File: config.mk
export PLATFORM = sky130hd
export DESIGN_NAME = dvfs_boost_gov
export DESIGN_NICKNAME = d
export VERILOG_FILES = /design/src/rtl/dvfs_gov_pkg.sv /design/src/rtl/dvfs_limit_cmp.sv /design/src/rtl/dvfs_ceiling_sel.sv /design/src/rtl/dvfs_cooldown.sv /design/src/rtl/dvfs_step_ctrl.sv /design/src/rtl/dvfs_boost_gov.sv
export SDC_FILE = /design/constraint.sdc
export NUM_CORES = 1
export LEC_CHECK = 0
export ABC_AREA = 1
export BUFFER_PORTS_ARGS = -buffer_cell sky130_fd_sc_hd__buf_4
export CORE_MARGIN = 4
export CORE_UTILIZATION = 49
export CTS_CLUSTER_SIZE = 40
export DETAILED_ROUTE_END_ITERATION = 6
export PLACE_DENSITY = 0.88
export SYNTH_ARGS = -nofsm -noshare
export SYNTH_HDL_FRONTEND = slang
export SYNTH_SLANG_ARGS = --single-unit
File: constraint.sdc
create_clock -name clk -period 2 [get_ports clk]
set_input_delay 0.1 -clock clk [delete_from_list [all_inputs] [get_ports clk]]
set_output_delay 0.1 -clock clk [all_outputs]
set_load 0.02 [all_outputs]
File: src/rtl/dvfs_gov_pkg.sv
package dvfs_gov_pkg;

  // Summary of one comparison pass over the three sensors
  typedef struct packed {
    logic t_over;
    logic p_over;
    logic c_over;
    logic under_all;
    logic crit_hit;
  } lim_stat_t;

  // Kind of move chosen for the next tick
  typedef enum logic [1:0] {
    STEP_HOLD  = 2'd0,
    STEP_UP    = 2'd1,
    STEP_DOWN  = 2'd2,
    STEP_FORCE = 2'd3
  } step_e;

endpackage

File: src/rtl/dvfs_limit_cmp.sv
module dvfs_limit_cmp
  import dvfs_gov_pkg::*;
#(
  parameter int TEMP_W = 10,
  parameter int PWR_W  = 12,
  parameter int CUR_W  = 10
) (
  input  logic [TEMP_W-1:0] temp_meas,
  input  logic [PWR_W-1:0]  pwr_meas,
  input  logic [CUR_W-1:0]  cur_meas,
  input  logic [TEMP_W-1:0] temp_lim,
  input  logic [PWR_W-1:0]  pwr_lim,
  input  logic [CUR_W-1:0]  cur_lim,
  input  logic [TEMP_W-1:0] temp_crit,
  input  logic              crit_mode_en,
  output lim_stat_t         stat
);

  logic t_below, p_below, c_below;

  always_comb begin
    t_below        = temp_meas < temp_lim;
    p_below        = pwr_meas  < pwr_lim;
    c_below        = cur_meas  < cur_lim;
    stat.t_over    = temp_meas > temp_lim;
    stat.p_over    = pwr_meas  > pwr_lim;
    stat.c_over    = cur_meas  > cur_lim;
    stat.under_all = t_below & p_below & c_below;
    stat.crit_hit  = crit_mode_en & (temp_meas >= temp_crit);
  end

endmodule

File: src/rtl/dvfs_ceiling_sel.sv
module dvfs_ceiling_sel #(
  parameter int NCORES = 4,
  parameter int LVL_W  = 4,
  parameter int ACT_W  = $clog2(NCORES + 1)
) (
  input  logic [ACT_W-1:0]              act_cores,
  input  logic [(NCORES+1)*LVL_W-1:0]   ceil_tbl,
  input  logic [LVL_W-1:0]              nominal,
  output logic [LVL_W-1:0]              max_boost
);

  localparam int N_ENT = NCORES + 1;
  localparam logic [ACT_W-1:0] LAST_IDX = ACT_W'(NCORES);

  logic [LVL_W-1:0] entry [N_ENT];
  logic [LVL_W-1:0] sel_ceil;

  generate
    for (genvar gi = 0; gi < N_ENT; gi++) begin : g_unpack
      assign entry[gi] = ceil_tbl[gi*LVL_W +: LVL_W];
    end
  endgenerate

  always_comb begin
    sel_ceil = entry[NCORES];
    if (act_cores <= LAST_IDX) begin
      for (int i = 0; i < N_ENT; i++) begin
        if (act_cores == ACT_W'(i)) sel_ceil = entry[i];
      end
    end
    max_boost = (sel_ceil > nominal) ? (sel_ceil - nominal) : '0;
  end

endmodule

File: src/rtl/dvfs_cooldown.sv
module dvfs_cooldown #(
  parameter int CNT_W = 8
) (
  input  logic             clk,
  input  logic             rst_n,
  input  logic             tick,
  input  logic             force_ret,
  input  logic [CNT_W-1:0] load_val,
  output logic             hold_off
);

  logic [CNT_W-1:0] cnt_q, cnt_d;
  logic             cnt_en;

  always_comb begin
    cnt_d  = cnt_q;
    cnt_en = 1'b0;
    if (force_ret) begin
      cnt_d  = load_val;
      cnt_en = 1'b1;
    end else if (tick && (cnt_q != '0)) begin
      cnt_d  = cnt_q - 1'b1;
      cnt_en = 1'b1;
    end
  end

  always_ff @(posedge clk or negedge rst_n) begin
    if (!rst_n)      cnt_q <= '0;
    else if (cnt_en) cnt_q <= cnt_d;
  end

  assign hold_off = (cnt_q != '0);

endmodule

File: src/rtl/dvfs_step_ctrl.sv
module dvfs_step_ctrl
  import dvfs_gov_pkg::*;
#(
  parameter int LVL_W = 4
) (
  input  logic             clk,
  input  logic             rst_n,
  input  logic             tick,
  input  lim_stat_t        stat,
  input  logic             hold_off,
  input  logic [LVL_W-1:0] max_boost,
  output logic [LVL_W-1:0] boost_q,
  output logic             force_ret
);

  step_e            step;
  logic [LVL_W-1:0] boost_d;
  logic             boost_en;
  logic             over_any;

  // Priority: critical return, limit descent, ceiling descent, climb
  always_comb begin
    over_any = stat.t_over | stat.p_over | stat.c_over;
    step     = STEP_HOLD;
    if (stat.crit_hit)
      step = STEP_FORCE;
    else if (over_any && (boost_q != '0))
      step = STEP_DOWN;
    else if (boost_q > max_boost)
      step = STEP_DOWN;
    else if (stat.under_all && !hold_off && (boost_q < max_boost))
      step = STEP_UP;
  end

  always_comb begin
    case (step)
      STEP_UP:    boost_d = boost_q + 1'b1;
      STEP_DOWN:  boost_d = boost_q - 1'b1;
      STEP_FORCE: boost_d = '0;
      default:    boost_d = boost_q;
    endcase
    boost_en  = tick && (step != STEP_HOLD);
    force_ret = tick && (step == STEP_FORCE);
  end

  always_ff @(posedge clk or negedge rst_n) begin
    if (!rst_n)        boost_q <= '0;
    else if (boost_en) boost_q <= boost_d;
  end

endmodule

File: src/rtl/dvfs_boost_gov.sv
module dvfs_boost_gov
  import dvfs_gov_pkg::*;
#(
  parameter int NCORES = 4,
  parameter int LVL_W  = 4,
  parameter int TEMP_W = 10,
  parameter int PWR_W  = 12,
  parameter int CUR_W  = 10,
  parameter int CNT_W  = 8,
  parameter int ACT_W  = $clog2(NCORES + 1)
) (
  input  logic                          clk,
  input  logic                          rst_n,
  input  logic                          tick,
  input  logic [TEMP_W-1:0]             temp_meas,
  input  logic [PWR_W-1:0]              pwr_meas,
  input  logic [CUR_W-1:0]              cur_meas,
  input  logic [TEMP_W-1:0]             temp_lim,
  input  logic [PWR_W-1:0]              pwr_lim,
  input  logic [CUR_W-1:0]              cur_lim,
  input  logic [TEMP_W-1:0]             temp_crit,
  input  logic                          crit_mode_en,
  input  logic [CNT_W-1:0]              cooldown_len,
  input  logic [ACT_W-1:0]              act_cores,
  input  logic [LVL_W-1:0]              nominal_lvl,
  input  logic [(NCORES+1)*LVL_W-1:0]   ceil_tbl,
  output logic [LVL_W-1:0]              level,
  output logic                          boosting
);

  // Reset: asserted asynchronously, released after two clock edges
  logic [1:0] rst_pipe;
  logic       rst_sync_n;

  always_ff @(posedge clk or negedge rst_n) begin
    if (!rst_n) rst_pipe <= '0;
    else        rst_pipe <= {rst_pipe[0], 1'b1};
  end
  assign rst_sync_n = rst_pipe[1];

  lim_stat_t        stat;
  logic [LVL_W-1:0] max_boost;
  logic [LVL_W-1:0] boost_q;
  logic             hold_off;
  logic             force_ret;
  logic [LVL_W:0]   lvl_sum;

  dvfs_limit_cmp #(
    .TEMP_W(TEMP_W), .PWR_W(PWR_W), .CUR_W(CUR_W)
  ) u_cmp (
    .temp_meas    (temp_meas),
    .pwr_meas     (pwr_meas),
    .cur_meas     (cur_meas),
    .temp_lim     (temp_lim),
    .pwr_lim      (pwr_lim),
    .cur_lim      (cur_lim),
    .temp_crit    (temp_crit),
    .crit_mode_en (crit_mode_en),
    .stat         (stat)
  );

  dvfs_ceiling_sel #(
    .NCORES(NCORES), .LVL_W(LVL_W), .ACT_W(ACT_W)
  ) u_ceil (
    .act_cores (act_cores),
    .ceil_tbl  (ceil_tbl),
    .nominal   (nominal_lvl),
    .max_boost (max_boost)
  );

  dvfs_cooldown #(
    .CNT_W(CNT_W)
  ) u_cool (
    .clk       (clk),
    .rst_n     (rst_sync_n),
    .tick      (tick),
    .force_ret (force_ret),
    .load_val  (cooldown_len),
    .hold_off  (hold_off)
  );

  dvfs_step_ctrl #(
    .LVL_W(LVL_W)
  ) u_step (
    .clk       (clk),
    .rst_n     (rst_sync_n),
    .tick      (tick),
    .stat      (stat),
    .hold_off  (hold_off),
    .max_boost (max_boost),
    .boost_q   (boost_q),
    .force_ret (force_ret)
  );

  always_comb begin
    lvl_sum  = {1'b0, nominal_lvl} + {1'b0, boost_q};
    level    = lvl_sum[LVL_W] ? '1 : lvl_sum[LVL_W-1:0];
    boosting = (boost_q != '0);
  end

endmodule

* After elaboration in Yosys (flattened, before gate mapping)
Index checks and enable logic that the tools add are counted.
** Cells by class
- Bitwise operators :: 5
- Multiplexer cells :: 17
- $lt $le $gt $ge :: 11
- Reductions and logical operators :: 15
- $add $sub $neg :: 5
- Equal/unequal tests :: 7
** Operators with widths (count)
- 4-bit 2-to-1 mux :: 8
- 10-bit greater-than comparator :: 2
- 10-bit < comparator :: 2
- 8-bit 2-to-1 mux :: 2
- 12-bit greater-than comparator :: 1
- 12-bit < comparator :: 1
- 4-bit one-hot mux with 3 select lines :: 1
- 10-bit >= comparator :: 1
- 4-bit greater-than comparator :: 2
- 8-bit nonzero test :: 1
- 8-bit by 1-bit subtractor with 8-bit output, second input constant :: 1
- 3-bit by 2-bit equality test with 1-bit output, second input constant :: 2
- 1-bit logical AND :: 6
- 2-bit 2-to-1 mux :: 3
- 4-bit by 4-bit adder with 5-bit output :: 1
- 4-bit by 1-bit adder with 4-bit output, second input constant :: 1
- 2-bit equality test, second input constant :: 2
- 4-bit < comparator :: 1
- 2-bit AND reduction :: 2
- 2-bit nonzero test :: 2
- 4-bit nonzero test :: 1
- 4-bit by 1-bit subtractor with 4-bit output, second input constant :: 1
- 4-bit subtractor :: 1
- 1-bit bitwise AND :: 3
- 9 further kinds :: 12
** Storage, ports and cells
- Logic and storage cells :: 63
- Output and inout bits :: 5
- Input port bits :: 113
- Flip-flop bits (word level) :: 14

* Longest topological paths before layout
Gate-level depths: netlist of run 1.
- Depth in word-level cells :: 19
- Gate-level depth with buffers :: 32
- Gate-level depth less buffers :: 32

* Cells and area by module
Synthesis of run 1 repeated with hierarchy kept, for this count alone.
** Second synthesis, totals
- Cells, all modules :: 462
- Area, all modules :: 2932.8 um2
** Modules (own cells, without submodules)
- dvfs_limit_cmp :: area an instance 1213.7 um2, instances 1, sequential area each 0.0 um2, cells each 200
- dvfs_cooldown :: area an instance 608.1 um2, instances 1, sequential area each 200.2 um2, cells each 84
- dvfs_step_ctrl :: area an instance 465.4 um2, instances 1, sequential area each 100.1 um2, cells each 70
- dvfs_ceiling_sel :: area an instance 402.9 um2, instances 1, sequential area each 0.0 um2, cells each 73
- dvfs_boost_gov :: area an instance 242.7 um2, instances 1, sequential area each 50.0 um2, cells each 35

* Worst setup path before layout of run 1
OpenSTA, ideal clock, no wires.
- Kind :: in2reg
- From :: in act_cores[2]
- To :: reg u_step.boost_q[3]
- Stages :: 29
- Required time :: 1882 ps
- Path slack :: -1772 ps
- Data arrival time :: 3653 ps
- Setup time :: 118 ps
- Cell sequence :: nor2_1 -> nand2_1 -> nor2_1 -> a221oi_1 -> o211ai_1 -> o21ai_1 -> ha_1 -> fa_1 -> nor2_1 -> a211oi_1 -> a41oi_1 -> nand2_1 -> ha_1 -> a21oi_1 -> o21ai_1 -> nor2_1 -> nand3b_1 -> nand2_1 -> inv_1 -> nand2_1 -> inv_1 -> ha_1 -> a21oi_1 -> nand2_1 -> xor2_1 -> inv_1 -> nand2_1 -> nand4_1 -> nand2_1
** Between the ends
- Word-level cells in the longest chain between the ends :: 18
** Ends and longest elaborated chain
- start: declaration :: line dvfs_boost_gov.sv:24 : input logic [ACT_W-1:0] act_cores,
- 3-bit zero test :: line dvfs_ceiling_sel.sv:28 : if (act_cores == ACT_W'(i)) sel_ceil = entry[i];
- 4-bit 2-to-1 mux (5 in series) :: line dvfs_ceiling_sel.sv:28
- 4-bit 2-to-1 mux (*) :: line dvfs_ceiling_sel.sv:26 : if (act_cores <= LAST_IDX) begin
- 4-bit subtractor / 4-bit greater-than comparator (equally long branches) :: line dvfs_ceiling_sel.sv:31 : max_boost = (sel_ceil > nominal) ? (sel_ceil - nominal) : '0;
- 4-bit 2-to-1 mux (*) :: line dvfs_ceiling_sel.sv:31
- 4-bit < comparator :: line dvfs_step_ctrl.sv:31 : else if (stat.under_all && !hold_off && (boost_q < max_boost))
- 1-bit logical AND :: line dvfs_step_ctrl.sv:31
- 1-bit 2-to-1 mux :: line dvfs_step_ctrl.sv:31
- 2-bit 2-to-1 mux (*) :: line dvfs_step_ctrl.sv:29 : else if (boost_q > max_boost)
- 2-bit 2-to-1 mux (*) :: line dvfs_step_ctrl.sv:27 : else if (over_any && (boost_q != '0))
- 2-bit 2-to-1 mux (*) :: line dvfs_step_ctrl.sv:25 : if (stat.crit_hit)
- 2-bit by 1-bit equality test with 1-bit output, or another cell as far along :: line dvfs_step_ctrl.sv:36 : case (step)
- 3-bit nonzero test (no line) / 1-bit logical AND (equally long branches)
- 2-bit AND reduction (no line)
- end signal: assignment :: line dvfs_step_ctrl.sv:48 : else if (boost_en) boost_q <= boost_d;
- end: declaration :: line dvfs_step_ctrl.sv:12 : output logic [LVL_W-1:0] boost_q,
Every way passes the cells marked *; elsewhere a longest branch is shown, timed or not.
A chain may end at the register's enable or synchronous reset.

* Worst setup path in the final report of run 1
Same ends and word-level chain as after synthesis.

==> impl_metrics.py, run 1 <==
metrics = {
    "job": {
        "cap_violations": 0,
    },
    "critical_path": {
        "r2r_slack_ps": -440,
        "crit_type": "in2reg",
        "cpMostUsedCell": "nand2_1",
        "critPathCaptureType": "register",
        "path_max_fanout": 3,
        "critPathLaunchType": "input port",
        "crit_slowest_cell": "fa_2",
        "slowest_delay_ps": 340,
        "arrival_ps": 3910,
        "required_ps": 2150,
    },
    "timing": {
        "worst_slack_ps": -1760,
        "hold_ws_ps": 62.3,
        "final_max_slew_viol_count": 0,
        "slew_headroom": 0.644,
        "min_period_over_period": 1.88,
        "final_hold_viol_count": 0,
        "setup_viol": 4,
        "rsz0062_at_grt": "yes",
        "worst_pin_slew_ps": 534,
        "fmax_mhz": 266,
        "fin_skew_ps": 7.36,
        "fin_crit_ps": 3760,
    },
    "floorplan": {
        "dieArea_um2": 6640,
        "die_w_um": 81.5,
        "rows": 26,
        "ios": 118,
        "initial_core_util": 0.512,
        "die_h_um": 81.5,
        "core-area_um2": 5170,
    },
    "cells_and_area": {
        "final_common_cell": "buf_4",
        "diodes": 0,
        "syn_to_final_growth_pct": 59.6,
        "mostFrequentLayoutCells": "buf_4, inv_1, nand2_1",
        "drive_gt1_frac": 0.423,
        "final_nets": 730,
    },
    "place": {
        "dpl.hpwl_um": 6760,
        "place_ws_ps": -2050,
        "gp_congestion": 0.829,
        "port_buffers": 117,
    },
    "min_path": {
        "hold_path_class": "in2reg",
    },
    "power": {
        "p_leak_nw": 2.38,
        "power-per-cell-area_nw_per_um2": 819,
        "peakVddDrop_mv": 0.819,
    },
    "drt": {
        "wirelength_um": 8370,
        "wire_per_inst_um": 13.4,
        "drt_iter0_markers": 80,
        "drc": 0,
        "drt_first_pass_iters": 6,
        "antenna_left": 0,
        "vias": 3156,
        "viasPerCell": 5.05,
    },
    "clocking": {
        "h-tree-depth": 1,
        "cts_buffers": 3,
        "root_buffer": "clkbuf_8",
        "cts_sinks": 14,
        "clk_path_buf_depth": 2,
        "cts_tree": "done",
        "clkTransAtPathRegs_ps": 60,
        "clk_latency_ps": 250,
    },
    "run_status": {
        "status": "finished, violations left",
        "violations": "setup timing",
    },
    "grt": {
        "antenna_found_initial": 0,
        "grt_max_degree": 20,
        "gr-usage-all-layers": 0.248,
        "grt-ovfl-total": 0,
        "grt_pass1_vias": 3343,
        "grt_pass1_wl_um": 13200,
    },
    "logic_synthesis": {
        "postSynthCellCount": 392,
        "synth_top_area_frac": 0.269,
        "yosysUniqueCellTypes": 38,
        "synth_area_leaders": "ha_1, dfrtp_1, inv_1, nand2_1, nor2_1",
        "ys_seq_area_frac": 0.132,
        "ys_warn_count": 0,
        "synth_top_cell_by_area": "ha_1",
        "netlist_area_um2": 2650,
        "ys_seq_elements": 14,
        "avgSynthCellArea_um2": 6.75,
        "syn_nets": 565,
    },
}
==> worst paths after layout <==
kind                                              from                       endpoint  cells after the start
setup / recovery                          act_cores[2]  u_step.boost_q[3]$_DFFE_PN0P_                     31
hold / removal                         cooldown_len[5]    u_cool.cnt_q[5]$_DFFE_PN0P_                      3
setup reg to reg           u_cool.cnt_q[0]$_DFFE_PN0P_  u_step.boost_q[3]$_DFFE_PN0P_                     19
hold reg to reg                  rst_pipe[1]$_DFF_PN0_  u_step.boost_q[1]$_DFFE_PN0P_                      0
max in group asynchronous        rst_pipe[1]$_DFF_PN0_  u_step.boost_q[2]$_DFFE_PN0P_                      0
min in group asynchronous                        rst_n          rst_pipe[0]$_DFF_PN0_                      2
==> critical path: cells and delay by family <==
| family | cells | cell delay, ps |
|---|---|---|
| adder cells (fa/ha/maj) | 4 | 1060 |
| AO/OA/AOI/OAI | 8 | 970 |
| buffers and inverters | 6 | 480 |
| XOR/XNOR | 1 | 150 |
| AND/OR/NAND/NOR | 12 | 1140 |
==> logic make-up after synthesis <==
group	after synthesis	synth area share
AND/OR/NAND/NOR	155	0.270
buffers and inverters	88	0.128
AO/OA/AOI/OAI	65	0.147
adder cells (fa/ha/maj)	60	0.292
flip-flops	14	0.132
XOR/XNOR	9	0.0298
other	1	0.00142
==> timing repair <==
action	4_1_cts	5_1_grt
pin swaps	9	31
endpoints found under the hold margin	2	0
setup endpoints to repair	8	8
buffers inserted	12	3
resized for setup	25	18
hold buffers	1	0
==> power by group <==
group / internal (mW) / leakage, nW / switching (mW)
logic: 1.35 / 2.19 / 1.38
clock network: 0.134 / 0.0216 / 0.104
registers: 0.401 / 0.169 / 0.0940
==> flip-flops by register name, summed over array words and instances, names as in the netlist <==
name	flops
rst_pipe	2
u_cool.cnt_q	8
u_step.boost_q	4
==> synthesized netlist by cell type <==
cell type / number
a211oi_1: 3
a21o_1: 4
a21oi_1: 20
a21oi_2: 1
a221oi_1: 2
a31oi_1: 1
a41oi_1: 1
buf_6: 1
conb_1: 1
dfrtp_1: 14
fa_1: 3
ha_1: 57
inv_1: 80
inv_2: 7
nand2_1: 79
nand2_2: 5
nand2_4: 1
nand3_1: 13
nand3_2: 3
nand3_4: 1
nand3b_1: 1
nand4_1: 7
nand4_2: 2
nor2_1: 32
nor2_2: 6
nor3_1: 2
nor4_1: 1
o211ai_1: 2
o21a_1: 1
o21ai_0: 5
o21ai_1: 16
o21ai_2: 3
o21bai_1: 2
o22ai_1: 3
o31ai_1: 1
or2_2: 2
xnor2_1: 2
xor2_1: 7
==> layer usage <==
layer	track usage	part of all wire	vias up
met4	0.105	0.035	0
met3	0.0351	0.051	30
met2	0.521	0.56	94
met1	0.231	0.35	1434
met5	0	0	-
li1	-	-	1598
==> final cells by class <==
cell class,instances,area [um2]
fillers,356,946
inverters,87,329
repair buffers,161,1240
well taps,70,87.6
flip-flops and latches,14,350
multi-input cells,290,2180
clock buffers,3,41.3
==> stage by stage <==
| stage | total power, mW | setup TNS (ps) | area [um2] | instances | utilization |
|---|---|---|---|---|---|
| after floorplan | 1.85 | -4930 | 2720 | 392 | - |
| after global placement | 2.63 | -6060 | 3950 | 615 | 0.764 |
| after detailed placement | 2.76 | -7150 | 3950 | 615 | 0.764 |
| after CTS | 3.23 | -5690 | 4170 | 627 | 0.806 |
| after global routing | 3.78 | -7370 | 4230 | 625 | 0.817 |
| final | 3.46 | -6290 | 4230 | 625 | 0.817 |
Power figures use the tool's default switching activity.
==> run 2: changes to the inputs <==
--- a/config.mk
+++ b/config.mk
@@ -8,10 +8,12 @@
 export ABC_AREA = 1
 export BUFFER_PORTS_ARGS = -buffer_cell sky130_fd_sc_hd__buf_4
 export CORE_MARGIN = 4
-export CORE_UTILIZATION = 49
+export CORE_UTILIZATION = 51
+export CTS_BUF_LIST = sky130_fd_sc_hd__clkbuf_8
 export CTS_CLUSTER_SIZE = 40
 export DETAILED_ROUTE_END_ITERATION = 6
-export PLACE_DENSITY = 0.88
+export PLACE_DENSITY = 0.89
 export SYNTH_ARGS = -nofsm -noshare
 export SYNTH_HDL_FRONTEND = slang
+export SYNTH_HIERARCHICAL = 1
 export SYNTH_SLANG_ARGS = --single-unit
==> run 2 against run 1 <==
Net effect:
- the run still ends with setup timing left
- design area grew 5.9%
- non-clock buffer count grew 8
- largest power group unchanged
- power shrank 2.9%
- combinational power shrank 3%
- clock power is essentially flat
- wire length shrank 0.96%
- sequential share of layout area shrank 0.46 points
- register-to-register slack gained 40 ps
- count of clock-buffer cells in the layout is the same
==> impl_metrics.py, run 2 <==
metrics = {
    "run_status": {
        "status": "finished, violations left",
        "violations": "setup timing",
    },
    "power": {
        "seqPwrFrac": 0.141,
        "p_int_mw": 1.83,
        "p_sw_mw": 1.54,
        "power-per-cell-area_nw_per_um2": 751,
        "peakVddDrop_mv": 0.680,
        "p_comb_frac": 0.789,
        "swShare": 0.457,
        "total_power_mw": 3.36,
        "p_leak_nw": 2.62,
        "p_clk_frac": 0.070,
    },
    "min_path": {
        "hold_path_class": "in2reg",
    },
    "critical_path": {
        "arrival_ps": 3570,
        "r2r_slack_ps": -400,
        "required_ps": 2170,
        "crit_type": "in2reg",
        "path_max_fanout": 8,
        "crit_slowest_cell": "fa_2",
        "critPathLaunchType": "input port",
        "critPathCaptureType": "register",
        "slowest_delay_ps": 370,
        "cpMostUsedCell": "nand2_1",
    },
    "cells_and_area": {
        "final_nets": 808,
        "syn_to_final_growth_pct": 52.6,
        "post-route-util": 0.808,
        "largest_register_ff_count": 8,
        "diodes": 0,
        "largestRegisters": "u_cool/cnt_q: 8 flops, u_step/boost_q: 4 flops, rst_pipe: 2 flops",
        "drive_gt1_frac": 0.392,
        "layout.cells.non_filler": 705,
        "final_common_cell": "buf_4",
        "finalInstanceArea_um2": 4480,
        "largest_register": "u_cool/cnt_q",
        "mostFrequentLayoutCells": "buf_4, nand2_1, inv_1",
    },
    "clocking": {
        "cts_buffers": 3,
        "clk_latency_ps": 250,
        "clkTransAtPathRegs_ps": 60,
        "cts_tree": "done",
        "clk_path_buf_depth": 2,
        "root_buffer": "clkbuf_8",
        "h-tree-depth": 1,
        "cts_sinks": 14,
    },
    "logic_synthesis": {
        "synth_area_leaders": "ha_1, nand2_1, inv_1, dfrtp_1, nor2_1",
        "yosysUniqueCellTypes": 36,
        "syn_nets": 635,
        "netlist_area_um2": 2930,
        "synth_top_cell_by_area": "ha_1",
        "synth_top_area_frac": 0.243,
        "avgSynthCellArea_um2": 6.35,
        "ys_seq_area_frac": 0.119,
        "synth_ff_type": "dfrtp_1",
        "synth.most_common_cell": "nand2_1",
        "postSynthCellCount": 462,
        "async_reset_ff_frac": 1.00,
        "synth-edff-count": 0,
        "ys_warn_count": 6,
        "synth_commonest_cells": "nand2_1, inv_1, ha_1",
        "ys_seq_elements": 14,
    },
    "timing": {
        "final_hold_viol_count": 0,
        "setup_viol": 4,
        "rsz0062_at_grt": "yes",
        "setup_tns_ps": -4940,
        "fin_crit_ps": 3390,
        "final_max_slew_viol_count": 0,
        "fin_skew_ps": 2.96,
        "hold_ws_ps": 67.0,
        "fmax_mhz": 295,
        "min_period_over_period": 1.70,
        "worst_slack_ps": -1390,
    },
    "floorplan": {
        "die_w_um": 83.8,
        "initial_core_util": 0.529,
        "ios": 118,
        "die_h_um": 83.8,
        "core-area_um2": 5540,
        "rows": 27,
        "dieArea_um2": 7030,
    },
    "drt": {
        "antenna_left": 0,
        "vias": 3411,
        "drt_first_pass_iters": 4,
        "wirelength_um": 8290,
        "drc": 0,
        "drt_iter0_markers": 136,
        "viasPerCell": 4.84,
        "wire_per_inst_um": 11.8,
    },
    "place": {
        "port_buffers": 117,
        "place_ws_ps": -1670,
        "gp_congestion": 0.852,
        "placed_cells": 691,
        "postPlaceCellArea_um2": 4270,
        "dpl.hpwl_um": 6920,
    },
    "grt": {
        "grt_pass1_vias": 3384,
        "grt_max_degree": 13,
        "antenna_found_initial": 0,
        "grt_pass1_wl_um": 13500,
        "gr-usage-all-layers": 0.223,
        "grt-ovfl-total": 0,
    },
    "job": {
        "cap_violations": 0,
    },
}
## run 2: changes by cell type in the layout (fill, tap and decap cells not counted), sizes merged, moves of 3 or more
cell,before,now
nand4,9,1
buf,160,168
nand2,85,127
or2,2,5
nand3,17,32
inv,87,104
o21ai,24,11
a21oi,21,30
a211oi,3,0
nor2,38,60
o22ai,3,0
xor2,7,2
a21o,4,0
## run 2: final cells by class
| type | count | area (um2) |
|---|---|---|
| tap | 72 | 90.1 |
| fill | 371 | 1060 |
| clock buffer | 3 | 41.3 |
| inverter | 104 | 400 |
| timing repair buffer | 169 | 1310 |
| multi-input combinational | 343 | 2290 |
| sequential | 14 | 350 |
## run 2: power groups by stage
stage               clock [mW]  combinational (mW)  sequential, mW
floorplan                    0                1.45           0.532
global placement             0                2.31           0.472
detailed placement           0                2.44           0.476
CTS                      0.242                2.52           0.473
global route             0.253                2.96           0.490
finish                   0.237                2.65           0.473
## run 2: worst paths after layout
check	startpoint	end	cells after the start
setup reg to reg	u_cool/cnt_q[0]$_DFFE_PN0P_	u_step/boost_q[2]$_DFFE_PN0P_	17
hold / removal	cooldown_len[3]	u_cool/cnt_q[3]$_DFFE_PN0P_	3
max in group asynchronous	rst_pipe[1]$_DFF_PN0_	u_cool/cnt_q[4]$_DFFE_PN0P_	0
min in group asynchronous	rst_pipe[1]$_DFF_PN0_	u_cool/cnt_q[1]$_DFFE_PN0P_	0
hold reg to reg	rst_pipe[1]$_DFF_PN0_	u_cool/cnt_q[1]$_DFFE_PN0P_	0
setup / recovery	act_cores[0]	u_step/boost_q[2]$_DFFE_PN0P_	29
## run 2: what timing repair did
action	4_1_cts	5_1_grt
setup buffers	4	6
pin swaps	9	8
gates resized for setup	10	12
endpoints found under the setup margin	5	8
hold endpoints to repair	2	0
hold buffers	1	0
## run 2: logic make-up after synthesis
family          after synthesis  share of synthesized area
compound gates               46                      0.101
xor+xnor                      4                     0.0119
fa+ha+maj                    60                      0.264
buf+inv                     105                      0.136
flops                        14                      0.119
other cells                   1                    0.00128
simple gates                232                      0.367
## run 2: metal layers
metal | part of all wire | vias to the layer above | global-route usage
met3 | 0.057 | 21 | 0.0326
met4 | 0.023 | 0 | 0.0950
met2 | 0.54 | 118 | 0.423
met1 | 0.38 | 1499 | 0.244
met5 | 0 | - | 0
li1 | - | 1773 | -
## run 2: worst max-delay path: cells and delay by family
family	cells	cell delay, ps
compound gates	3	390
xor+xnor	1	140
fa+ha+maj	4	1120
buf+inv	6	470
simple gates	15	1360
